`config.mk`:
```
export PLATFORM = sky130hd
export DESIGN_NAME = stream_ctl
export DESIGN_NICKNAME = d
export VERILOG_FILES = /design/src/rtl/scu_pkg.sv /design/src/rtl/scu_addr.sv /design/src/rtl/scu_succ.sv /design/src/rtl/scu_fsm.sv /design/src/rtl/stream_ctl.sv
export SDC_FILE = /design/constraint.sdc
export NUM_CORES = 1
export LEC_CHECK = 0
export CAP_MARGIN = 20
export CORE_ASPECT_RATIO = 2
export CORE_MARGIN = 4
export CORE_UTILIZATION = 40
export CTS_CLUSTER_DIAMETER = 30
export DETAILED_ROUTE_END_ITERATION = 10
export PLACE_DENSITY = 0.77
export RECOVER_POWER = 100
export SLEW_MARGIN = 0
export SYNTH_ARGS = -nofsm -noshare
export SYNTH_HDL_FRONTEND = slang
export SYNTH_SLANG_ARGS = --single-unit
```
`constraint.sdc`:
```
create_clock -name clk -period 2.24 [get_ports clk]
set_clock_uncertainty 0.2 [all_clocks]
set_input_delay 0.672 -clock clk [delete_from_list [all_inputs] [get_ports clk]]
set_output_delay 0.672 -clock clk [all_outputs]
set_load 0.01 [all_outputs]
```
`src/rtl/scu_pkg.sv`:
```
package scu_pkg;

  typedef enum logic [2:0] {
    OP_PLAIN = 3'd0,
    OP_FORK  = 3'd1,
    OP_JOIN  = 3'd2,
    OP_WAIT  = 3'd3,
    OP_PSTO  = 3'd4,
    OP_PLOD  = 3'd5,
    OP_RSV6  = 3'd6,
    OP_RSV7  = 3'd7
  } op_e;

  typedef enum logic [2:0] {
    ST_IDLE = 3'd0,
    ST_RD   = 3'd1,
    ST_MOD  = 3'd2,
    ST_WR   = 3'd3,
    ST_OUT1 = 3'd4,
    ST_OUT2 = 3'd5
  } st_e;

  // operations that read their operand before deciding anything
  function automatic logic op_reads(op_e op);
    return (op == OP_JOIN) || (op == OP_WAIT) || (op == OP_PLOD);
  endfunction

endpackage

```
`src/rtl/scu_addr.sv`:
```
module scu_addr #(
  parameter int PFX_W = 6,
  parameter int OFS_W = 4,
  localparam int AW = PFX_W + OFS_W
) (
  input  logic [PFX_W-1:0] pfx,
  input  logic [OFS_W-1:0] ofs,
  output logic [AW-1:0]    addr
);
  // prefix selects the window, the instruction picks the word inside it
  assign addr = {pfx, ofs};
endmodule

```
`src/rtl/scu_succ.sv`:
```
module scu_succ
  import scu_pkg::*;
#(
  parameter int PC_W  = 16,
  parameter int PFX_W = 6,
  parameter int DW    = 16
) (
  input  op_e              op,
  input  logic             second,
  input  logic [PC_W-1:0]  pc,
  input  logic [PC_W-1:0]  tgt,
  input  logic [PFX_W-1:0] pfx,
  input  logic [DW-1:0]    word,
  output logic [PC_W-1:0]  nx_pc,
  output logic [PFX_W-1:0] nx_pfx
);
  logic [PC_W-1:0] pc_inc;
  logic            word_zero;

  assign pc_inc    = pc + PC_W'(1);
  assign word_zero = (word == '0);

  always_comb begin
    nx_pc  = pc_inc;
    nx_pfx = pfx;
    unique case (op)
      OP_FORK: nx_pc  = second ? pc_inc : tgt;
      OP_WAIT: nx_pc  = word_zero ? pc : pc_inc;
      OP_PLOD: nx_pfx = word[PFX_W-1:0];
      default: ;
    endcase
  end
endmodule

```
`src/rtl/scu_fsm.sv`:
```
module scu_fsm
  import scu_pkg::*;
(
  input  logic clk,
  input  logic rst_ni,
  input  logic accept,
  input  op_e  new_op,
  input  op_e  cur_op,
  input  logic rd_zero,
  input  logic out_ready,
  output st_e  state
);
  st_e st_q, st_d;

  always_comb begin
    st_d = st_q;
    unique case (st_q)
      ST_IDLE: begin
        if (accept) begin
          if (op_reads(new_op))      st_d = ST_RD;
          else if (new_op == OP_PSTO) st_d = ST_WR;
          else                        st_d = ST_OUT1;
        end
      end
      ST_RD:   st_d = ST_MOD;
      ST_MOD:  st_d = (cur_op == OP_JOIN && rd_zero) ? ST_IDLE : ST_OUT1;
      ST_WR:   st_d = ST_OUT1;
      ST_OUT1: if (out_ready) st_d = (cur_op == OP_FORK) ? ST_OUT2 : ST_IDLE;
      ST_OUT2: if (out_ready) st_d = ST_IDLE;
      default: st_d = ST_IDLE;
    endcase
  end

  always_ff @(posedge clk or negedge rst_ni) begin
    if (!rst_ni) st_q <= ST_IDLE;
    else         st_q <= st_d;
  end

  assign state = st_q;
endmodule

```
`src/rtl/stream_ctl.sv`:
```
module stream_ctl
  import scu_pkg::*;
#(
  parameter int PC_W  = 16,
  parameter int PFX_W = 6,
  parameter int OFS_W = 4,
  parameter int DW    = 16,
  parameter int PID_W = 4,
  parameter int ST_W  = 4,
  localparam int AW = PFX_W + OFS_W
) (
  input  logic             clk,
  input  logic             rst_n,
  input  logic             in_valid,
  output logic             in_ready,
  input  logic [2:0]       in_op,
  input  logic [PC_W-1:0]  in_pc,
  input  logic [PC_W-1:0]  in_tgt,
  input  logic [OFS_W-1:0] in_ofs,
  input  logic [PFX_W-1:0] in_pfx,
  input  logic [PID_W-1:0] in_pid,
  input  logic [ST_W-1:0]  in_stat,
  output logic             out_valid,
  input  logic             out_ready,
  output logic [PC_W-1:0]  out_pc,
  output logic [PFX_W-1:0] out_pfx,
  output logic [PID_W-1:0] out_pid,
  output logic [ST_W-1:0]  out_stat,
  output logic             mem_req,
  output logic             mem_we,
  output logic [AW-1:0]    mem_addr,
  output logic [DW-1:0]    mem_wdata,
  input  logic [DW-1:0]    mem_rdata
);

  // reset: asserted at once, released after two clock edges
  logic [1:0] rst_sync_q;
  logic       rst_i;

  always_ff @(posedge clk or negedge rst_n) begin
    if (!rst_n) rst_sync_q <= 2'b00;
    else        rst_sync_q <= {rst_sync_q[0], 1'b1};
  end
  assign rst_i = rst_sync_q[1];

  // captured descriptor and instruction
  st_e              state;
  op_e              d_op;
  logic [PC_W-1:0]  d_pc, d_tgt;
  logic [OFS_W-1:0] d_ofs;
  logic [PFX_W-1:0] d_pfx;
  logic [PID_W-1:0] d_pid;
  logic [ST_W-1:0]  d_st;
  logic [DW-1:0]    rd_q;
  logic             accept, cap_en, word_en, rd_zero, mod_we;
  logic [DW-1:0]    pfx_ext;

  assign in_ready = (state == ST_IDLE) && rst_i;
  assign accept   = in_valid && in_ready;
  assign cap_en   = accept;
  assign word_en  = (state == ST_MOD);
  assign rd_zero  = (mem_rdata == '0);

  always_ff @(posedge clk) begin
    if (cap_en) begin
      d_op  <= op_e'(in_op);
      d_pc  <= in_pc;
      d_tgt <= in_tgt;
      d_ofs <= in_ofs;
      d_pfx <= in_pfx;
      d_pid <= in_pid;
      d_st  <= in_stat;
    end
  end

  always_ff @(posedge clk) begin
    if (word_en) rd_q <= mem_rdata;
  end

  scu_fsm i_fsm (
    .clk       (clk),
    .rst_ni    (rst_i),
    .accept    (accept),
    .new_op    (op_e'(in_op)),
    .cur_op    (d_op),
    .rd_zero   (rd_zero),
    .out_ready (out_ready),
    .state     (state)
  );

  scu_addr #(.PFX_W(PFX_W), .OFS_W(OFS_W)) i_addr (
    .pfx  (d_pfx),
    .ofs  (d_ofs),
    .addr (mem_addr)
  );

  // prefix widened or cut to the data word
  generate
    if (DW > PFX_W) begin : g_pfx_pad
      assign pfx_ext = {{(DW-PFX_W){1'b0}}, d_pfx};
    end else begin : g_pfx_cut
      assign pfx_ext = d_pfx[DW-1:0];
    end
  endgenerate

  // second half of the atomic update: join always writes, wait only on nonzero
  assign mod_we = (d_op == OP_JOIN) || (d_op == OP_WAIT && !rd_zero);

  always_comb begin
    mem_req   = 1'b0;
    mem_we    = 1'b0;
    mem_wdata = '0;
    unique case (state)
      ST_RD: mem_req = 1'b1;
      ST_MOD: begin
        mem_req = mod_we;
        mem_we  = mod_we;
        if (d_op == OP_JOIN) mem_wdata = {{(DW-1){1'b0}}, rd_zero};
      end
      ST_WR: begin
        mem_req   = 1'b1;
        mem_we    = 1'b1;
        mem_wdata = pfx_ext;
      end
      default: ;
    endcase
  end

  scu_succ #(.PC_W(PC_W), .PFX_W(PFX_W), .DW(DW)) i_succ (
    .op     (d_op),
    .second (state == ST_OUT2),
    .pc     (d_pc),
    .tgt    (d_tgt),
    .pfx    (d_pfx),
    .word   (rd_q),
    .nx_pc  (out_pc),
    .nx_pfx (out_pfx)
  );

  assign out_valid = (state == ST_OUT1) || (state == ST_OUT2);
  assign out_pid   = d_pid;
  assign out_stat  = d_st;

endmodule

```
Word-level counts from Yosys, hierarchy flattened
Index checks and enable logic that the tools add are counted.
{"block": "word_totals", "register_bits": 74, "elab_cells": 57}
{"block": "op_classes", "n_addsub": 1, "n_eq_ne": 16, "n_mux": 16, "reduce_logical": 14}
{"op": "logical NOT 16 bit", "n": 2}
{"op": "2-to-1 mux 16 bit", "n": 2}
{"op": "case mux 16 bit (2 select lines)", "n": 1}
{"op": "2-to-1 mux 3 bit", "n": 7}
{"op": "equality test 3 x 2 -> 1 bit, second input constant", "n": 6}
{"op": "case mux 3 bit (6 select lines)", "n": 1}
{"op": "adder 16 x 1 -> 16 bit, second input constant", "n": 1}
{"op": "equality test 3 bit, second input constant", "n": 5}
{"op": "case mux 6 bit (2 select lines)", "n": 1}
{"op": "equality test 3 x 1 -> 1 bit, second input constant", "n": 2}
{"op": "2-to-1 mux 6 bit", "n": 1}
{"op": "inequality test 2 bit, second input constant", "n": 3}
{"op": "logical AND 1 bit", "n": 4}
{"op": "logical OR 1 bit", "n": 4}
{"op": "case mux 1 bit (2 select lines)", "n": 2}
{"op": "logical NOT 3 bit", "n": 1}
{"op": "AND reduction 3 bit", "n": 1}
{"op": "OR reduction 2 bit", "n": 1}
{"op": "logical NOT 1 bit", "n": 1}
{"op": "2-to-1 mux 1 bit", "n": 1}

Logic depth before layout (Yosys ltp)
Gate-level depths: netlist (run 1).
{"block": "depth", "ltp_word": 6, "mapped_depth": 7, "ltp_nobuf": 6}

By module
Synthesis (run 1) repeated with hierarchy kept, for this count alone.
{"block": "hier_totals", "hier_cells": 279, "hier_area_um2": 3599.7}
{"mod": "stream_ctl", "instances": 1, "cells_per_inst": 110, "area_each_um2": 2387.3, "seq_area_each_um2": 2122.0}
{"mod": "scu_succ", "instances": 1, "cells_per_inst": 133, "area_each_um2": 909.6, "seq_area_each_um2": 0.0}
{"mod": "scu_fsm", "instances": 1, "cells_per_inst": 26, "area_each_um2": 227.7, "seq_area_each_um2": 75.1}
{"mod": "scu_addr", "instances": 1, "cells_per_inst": 10, "area_each_um2": 75.1, "seq_area_each_um2": 0.0}

Worst setup path after synthesis (run 1)
No wires, ideal clock.
{"block": "synth_timing", "path_type": "input -> register", "from": "in in_valid", "to": "reg d_ofs[0] (enable)", "setup_time_ps": 595, "t_arrival_ps": 5777, "required_time_ps": 1445, "setup_slack_ps": -4332, "path_stages": 2, "n_path_buf": 0, "cell_sequence": "nand2_1 nor4_1"}
{"block": "synth_via", "elab_chain_cells": 1}
{"element": "start: declaration", "line": "stream_ctl.sv:14", "rtl": "input logic in_valid,"}
{"element": "logical AND 1 bit", "line": "stream_ctl.sv:59", "rtl": "assign accept = in_valid && in_ready;"}
{"element": "net accept", "line": "stream_ctl.sv:55", "rtl": "logic accept, cap_en, word_en, rd_zero, mod_we;"}
{"element": "end signal: assignment", "line": "stream_ctl.sv:69", "rtl": "d_ofs <= in_ofs;"}
{"element": "end: declaration", "line": "stream_ctl.sv:50", "rtl": "logic [OFS_W-1:0] d_ofs;"}
The timed path passes the listed nets, and every way through them passes these cells.
A chain may end at the register's enable or synchronous reset.

Worst setup path after layout (run 1)
{"block": "layout_timing", "from": "reg rd_q[2]", "to": "out out_pc[6]"}
{"block": "layout_via", "elab_chain_cells": 3}
{"element": "start: declaration", "line": "stream_ctl.sv:54", "rtl": "logic [DW-1:0] rd_q;"}
{"element": "start signal: assignment", "line": "stream_ctl.sv:77", "rtl": "if (word_en) rd_q <= mem_rdata;"}
{"element": "logical NOT 16 bit", "line": "scu_succ.sv:21", "rtl": "assign word_zero = (word == '0);"}
{"element": "2-to-1 mux 16 bit", "line": "scu_succ.sv:28", "rtl": "OP_WAIT: nx_pc = word_zero ? pc : pc_inc;"}
{"element": "case mux 16 bit (2 select lines)", "line": "scu_succ.sv:26", "rtl": "unique case (op)"}
{"element": "end: declaration", "line": "stream_ctl.sv:25", "rtl": "output logic [PC_W-1:0] out_pc,"}
No other way between the ends.

==> impl_metrics.yaml, run 1 <==
power_and_ir_drop:
  swShare: 0.289
  p_switching_mw: 1.26
  total_power_mw: 4.37
  power_frac_comb: 0.295
  p_per_area_nw_per_um2: 731
  p_leak_nw: 2.28
  seq_power_share: 0.416
  clkPwrFrac: 0.290
  p_int_mw: 3.11
  ir_worst_vdd_v: 0.000588
timing:
  drv_slew: 0
  finalSetupViolCount: 66
  fin_crit_sh: 1.39
  hold_viol_final: 0
  rsz0062_at_grt: "yes"
  hold-worst-slack_ps: 162
  fin_setup_tns_ps: -18950
  setup_ws_ps: -884
  fin_crit_ps: 3120
  max_freq_mhz: 320
global_route:
  grt_overflow_total: 0
  grt_pass1_vias: 3349
  grt_use_total: 0.219
  antenna_found_initial: 1
  grt_pass1_wl_um: 16700
  grt_max_degree: 35
detailed_routing:
  routed-via-count: 3183
  vias_per_cell: 5.51
  first_pass_iters: 5
  antenna_left: 0
  drt_wl_total_um: 11900
  drt_iter0_drc: 196
  wl_per_cell_um: 20.7
  drc_errors: 0
min_path:
  whs_endpoint: "rst_sync_q[1]"
  holdPathStages: 0
  hold_path_class: "reg -> reg"
  hp-start: "rst_sync_q[0]"
yosys:
  synthFlopType: "edfxtp_1"
  syn-cell-area_um2: 3460
  synthArstFlopShare: 0.0676
  ys_ff_latch: 74
  postSynthCellCount: 262
  synth_cell_type_count: 64
  syn_avg_cell_area_um2: 13.2
  synth_edf_count: 69
  yosysSeqAreaShare: 0.636
  ys_warn_count: 0
status:
  failed_checks: "setup timing"
  status: "complete, but fails checks"
worst_setup_path:
  reg2reg_from: "i_fsm.state[2]"
  cp.required_ps: 1370
  r2r_setup_slack_ps: 50
  r2r_cells: 6
  path_cells: "nor4_4 -> nand4_4 -> buf_6 -> a21oi_4 -> nor3_2 -> or3_4 -> buf_6"
  critPathLaunchType: "register"
  cpMostUsedCell: "buf_6"
  cp_slowest_cell: "edfxtp_1"
  cpPeakStageDelay_ps: 460
  crit_fanout: 3
  crit_type: "reg -> out"
  crit_path_end_kind: "output port"
  startpoint: "rd_q[2]"
  crit_arrival_ps: 2250
  reg2reg_to: "rd_q[10]"
cts:
  cts_root_buffer: "clkbuf_16"
  clock_path_buffers: 2
  cts_tree: "yes"
  cts-buffers-inserted: 9
  h-tree-depth: 3
  cts_sinks: 74
  clkLatencyLatePin_ps: 330
  path_clk_slew_ps: 50
placed_design:
  hpwl_um: 7830
  place_congestion: 0.878
  dp_cells: 536
  placed_area_um2: 5420
  pre_cts_ws_ps: -1230
  numPortBuffers: 122
finish:
  layout-drive-gt1-share: 0.427
  n_antenna_cell: 0
  final_nets: 549
  final_cells: 578
  fin_util: 0.716
  synthToLayoutAreaGrowth_pct: 73.0
  final_area_um2: 5980
floorplanning:
  io_pins: 133
  fp.dieH_um: 139
  initial_utilization: 0.414
  die_w_um: 73.7
  core_um2: 8350
  rows: 47
  die-area_um2: 10300
run:
  cap_violations: 0
## power groups by stage
| stage | combinational, mW | sequential [mW] | clock (mW) |
|---|---|---|---|
| final | 1.29 | 1.82 | 1.27 |
| after floorplan | 0.486 | 1.85 | 0 |
| after global placement | 1.13 | 1.82 | 0 |
| after CTS | 1.25 | 1.81 | 1.26 |
| after global routing | 1.36 | 1.83 | 1.33 |
| after detailed placement | 1.16 | 1.83 | 0 |
## what timing repair did
action,4_1_cts,5_1_grt
pin swaps,33,19
resized for setup,244,38
setup endpoints to repair,33,32
setup buffers,20,10
hold buffers,1,0
hold endpoints to repair,3,0
## cells by family after synthesis
kind of cell,share of synthesized area
adders and majority gates,0.00362
buffers and inverters,0.0467
xor gates and xnor gates,0.0152
muxes,0.0224
DFF,0.636
other,0.00217
and+or+nand+nor,0.161
AOI/OAI and AO/OA,0.113
## Yosys cell counts (all sizes together) (5+ instances only)
cell / n / area, µm²
buf: 17 / 131
a21oi: 10 / 53.8
nor3: 6 / 41.3
inv: 5 / 18.8
o21ai: 10 / 50.0
nand3: 7 / 35.0
nand2: 23 / 98.8
nor2: 9 / 33.8
dfrtp: 5 / 125
edfxtp: 69 / 2070
nand4: 5 / 37.5
mux2: 6 / 67.6
nor4: 11 / 93.8
and2: 8 / 50.1
and3: 6 / 42.5
## layer usage
metal | global-route usage | routed length (µm) | vias to the layer above
met4 | 0.135 | 551 | 2
met2 | 0.409 | 6850 | 164
li1 | - | - | 1419
met1 | 0.202 | 3810 | 1558
met5 | 0 | 13 | -
met3 | 0.0448 | 715 | 40
## worst max path at each step
stage | to | slack, ps | depth (start not counted)
global route | out_pc[6] | -970 | 7
floorplan | d_ofs[0] | -810 | 2
finish | out_pc[6] | -880 | 7
detailed placement | mem_req | -1230 | 6
global placement | mem_wdata[0] | -1170 | 6
CTS | out_pc[3] | -820 | 7
## layout by cell type, fill, tap and decap left out, types with 8 or more instances in the layout
cell / count
clkbuf_1: 18
buf_6: 27
clkbuf_16: 9
nor4_4: 8
buf_4: 68
edfxtp_1: 69
conb_1: 11
dlygate4sd3_1: 68
nand2_1: 15
buf_2: 19
## cell type report
cell class	count	area, µm²
Fill cell	545	2370
Tap cell	98	123
Multi-Input combinational cell	172	1550
Inverter	5	18.8
Clock inverter	4	18.8
Timing Repair Buffer	213	1830
Sequential cell	74	2200
Clock buffer	12	236
## flip-flops by register name, summed over array words and instances (netlist names)
register	cells
d_pc	16
d_op	3
d_tgt	16
d_ofs	4
rd_q	16
d_pfx	6
out_stat	4
out_pid	4
rst_sync_q	2
i_fsm.state	3
## worst max-delay path, delay by kind of cell (launching register included)
family	cells	cell delay (ps)
buffers and inverters	2	290
flip-flops	1	460
AND/OR/NAND/NOR	4	1000
AO/OA/AOI/OAI	1	170
Note: power is estimated with default switching activity, not from simulation.
==> run 2: changes to the inputs <==
- SLEW_MARGIN: 0 -> unset
==> results of run 2 <==
The final DEF is identical to that of run 1; final timing and power are the same.
==> run 3: changes to the inputs <==
- PLACE_DENSITY: 0.77 -> 0.76
==> run 3 against run 2 <==
Against the previous run: the run still ends with setup timing left; clock power up 19%; via count increased by 0.47%; count of clock-buffer cells in the layout shrank 3; final area rose by 2.2%; first-iteration DRC count decreased by 13%; cell count up 1.9%; sequential power about the same; global-route usage is 0.81 points higher; total power up 6.4%; critical path depth increased by 1; combinational power hardly changed; sequential share of layout area shrank 0.81 points; largest cell class unchanged.
==> impl_metrics.yaml, run 3 (synthesis gave the netlist of run 1 again) <==
status:
  status: "complete, but fails checks"
  failed_checks: "setup timing"
finish:
  final_area_um2: 6110
  synthToLayoutAreaGrowth_pct: 76.9
  layout_commonest_cell: "buf_4"
  final_cell_mix: "buf_4 (80), edfxtp_1 (69), dlygate4sd3_1 (66)"
  largestRegisters: "d_pc (16), d_tgt (16), rd_q (16)"
  final_nets: 559
  fillers: 521
  layout-drive-gt1-share: 0.449
placed_design:
  placed_area_um2: 5440
  hpwl_um: 7840
  numPortBuffers: 122
  pre_cts_ws_ps: -1250
  place_congestion: 0.893
worst_setup_path:
  crit_arrival_ps: 2230
  path_cells: "nor4_4 -> and4_4 -> buf_12 -> buf_12 -> nand3_2 -> a21o_1 -> o221a_4 -> buf_6"
  crit_path_end_kind: "output port"
  crit_fanout: 6
  r2r_setup_slack_ps: -90
  cpPeakStageDelay_ps: 430
  cp_top_family: "simple AND/OR/NAND/NOR gates"
  cpMostUsedCell: "buf_12"
  critPathLaunchType: "register"
  crit_type: "reg -> out"
  worst-path-buf-inv: 3
  startpoint: "rd_q[0]"
  cp_slowest_cell: "edfxtp_1"
  cp.required_ps: 1370
  reg2reg_from: "rst_sync_q[1]"
timing:
  hold_viol_final: 0
  setup_ws_ps: -858
  max_freq_mhz: 323
  fin_crit_ps: 3100
  hold-worst-slack_ps: 161
  fin_crit_sh: 1.38
  finalSetupViolCount: 84
  drv_slew: 0
  fin_setup_tns_ps: -22030
  rsz0062_at_grt: "yes"
detailed_routing:
  drt_wl_total_um: 11900
  vias_per_cell: 5.43
  wl_per_cell_um: 20.2
  first_pass_iters: 4
  antenna_left: 0
  routed-via-count: 3198
  drt_iter0_drc: 171
  drc_errors: 0
min_path:
  hp-start: "rst_sync_q[0]"
  hold_path_class: "reg -> reg"
power_and_ir_drop:
  total_power_mw: 4.65
  ir_worst_vdd_v: 0.000621
  p_leak_nw: 2.36
  p_per_area_nw_per_um2: 761
floorplanning:
  die_w_um: 73.7
  fp.dieH_um: 139
  die-area_um2: 10300
  rows: 47
  initial_utilization: 0.414
  core_um2: 8350
  io_pins: 133
run:
  cap_violations: 0
global_route:
  grt_pass1_vias: 3448
  antenna_found_initial: 1
  grt_pass1_wl_um: 17300
  grt_overflow_total: 0
  grt_use_total: 0.227
  grt_max_degree: 54
cts:
  clock_path_buffers: 2
  cts-buffers-inserted: 9
  h-tree-depth: 3
  cts_tree: "yes"
  cts_root_buffer: "clkbuf_16"
  clkLatencyLatePin_ps: 330
  path_clk_slew_ps: 60
  cts_sinks: 74
## run 3: where the power goes
part	internal [mW]	switching, mW	leakage, nW	total, mW
clock	0.972	0.541	0.153	1.51
sequential	1.72	0.0990	0.697	1.82
combinational	0.673	0.646	1.51	1.32
## run 3: cell type report
type | instances | area, µm² | share of cell area
Timing Repair Buffer | 223 | 1900 | 0.310
Clock inverter | 7 | 93.8 | 0.0154
Antenna cell | 1 | 2.50 | 0.000409
Inverter | 5 | 18.8 | 0.00307
Multi-Input combinational cell | 172 | 1560 | 0.254
Clock buffer | 9 | 225 | 0.0368
Tap cell | 98 | 123 | 0.0201
Sequential cell | 74 | 2200 | 0.359
## run 3: worst paths after layout
| path | endpoint | depth (start not counted) |
|---|---|---|
| setup / recovery | out_pc[8] | 8 |
| max in group asynchronous | i_fsm.state[0] | 2 |
| min in group asynchronous | rst_sync_q[1] | 1 |
| setup reg to reg | d_tgt[4] | 6 |
| hold reg to reg | rst_sync_q[1] | 0 |
| hold / removal | rst_sync_q[1] | 0 |
## run 3: repair_timing
item / in CTS / in global routing
setup buffers: 23 / 15
gates cloned: 0 / 2
endpoints found under the setup margin: 33 / 86
hold buffers: 1 / 0
endpoints found under the hold margin: 3 / 0
pin swaps: 34 / 14
resized for setup: 251 / 30
## run 3: per-stage QoR
stage | util | cells
finish | 0.732 | 589
global route | 0.732 | 589
CTS | 0.718 | 575
detailed placement | 0.651 | 538
global placement | 0.651 | 538
floorplan | - | 271
## run 3: worst reg2reg max path, delay by kind of cell (launching register included)
kind / cells / cell delay (ps)
simple gates: 2 / 460
buf+inv: 4 / 1030
flops: 1 / 350
## run 3: routing by layer
metal,global-route usage,routed length [µm],share of wire,up-vias
met1,0.200,3520,0.30,1546
met3,0.0498,776,0.065,50
met4,0.122,660,0.055,0
met5,0,0,0,-
li1,-,-,-,1451
met2,0.439,6970,0.58,151
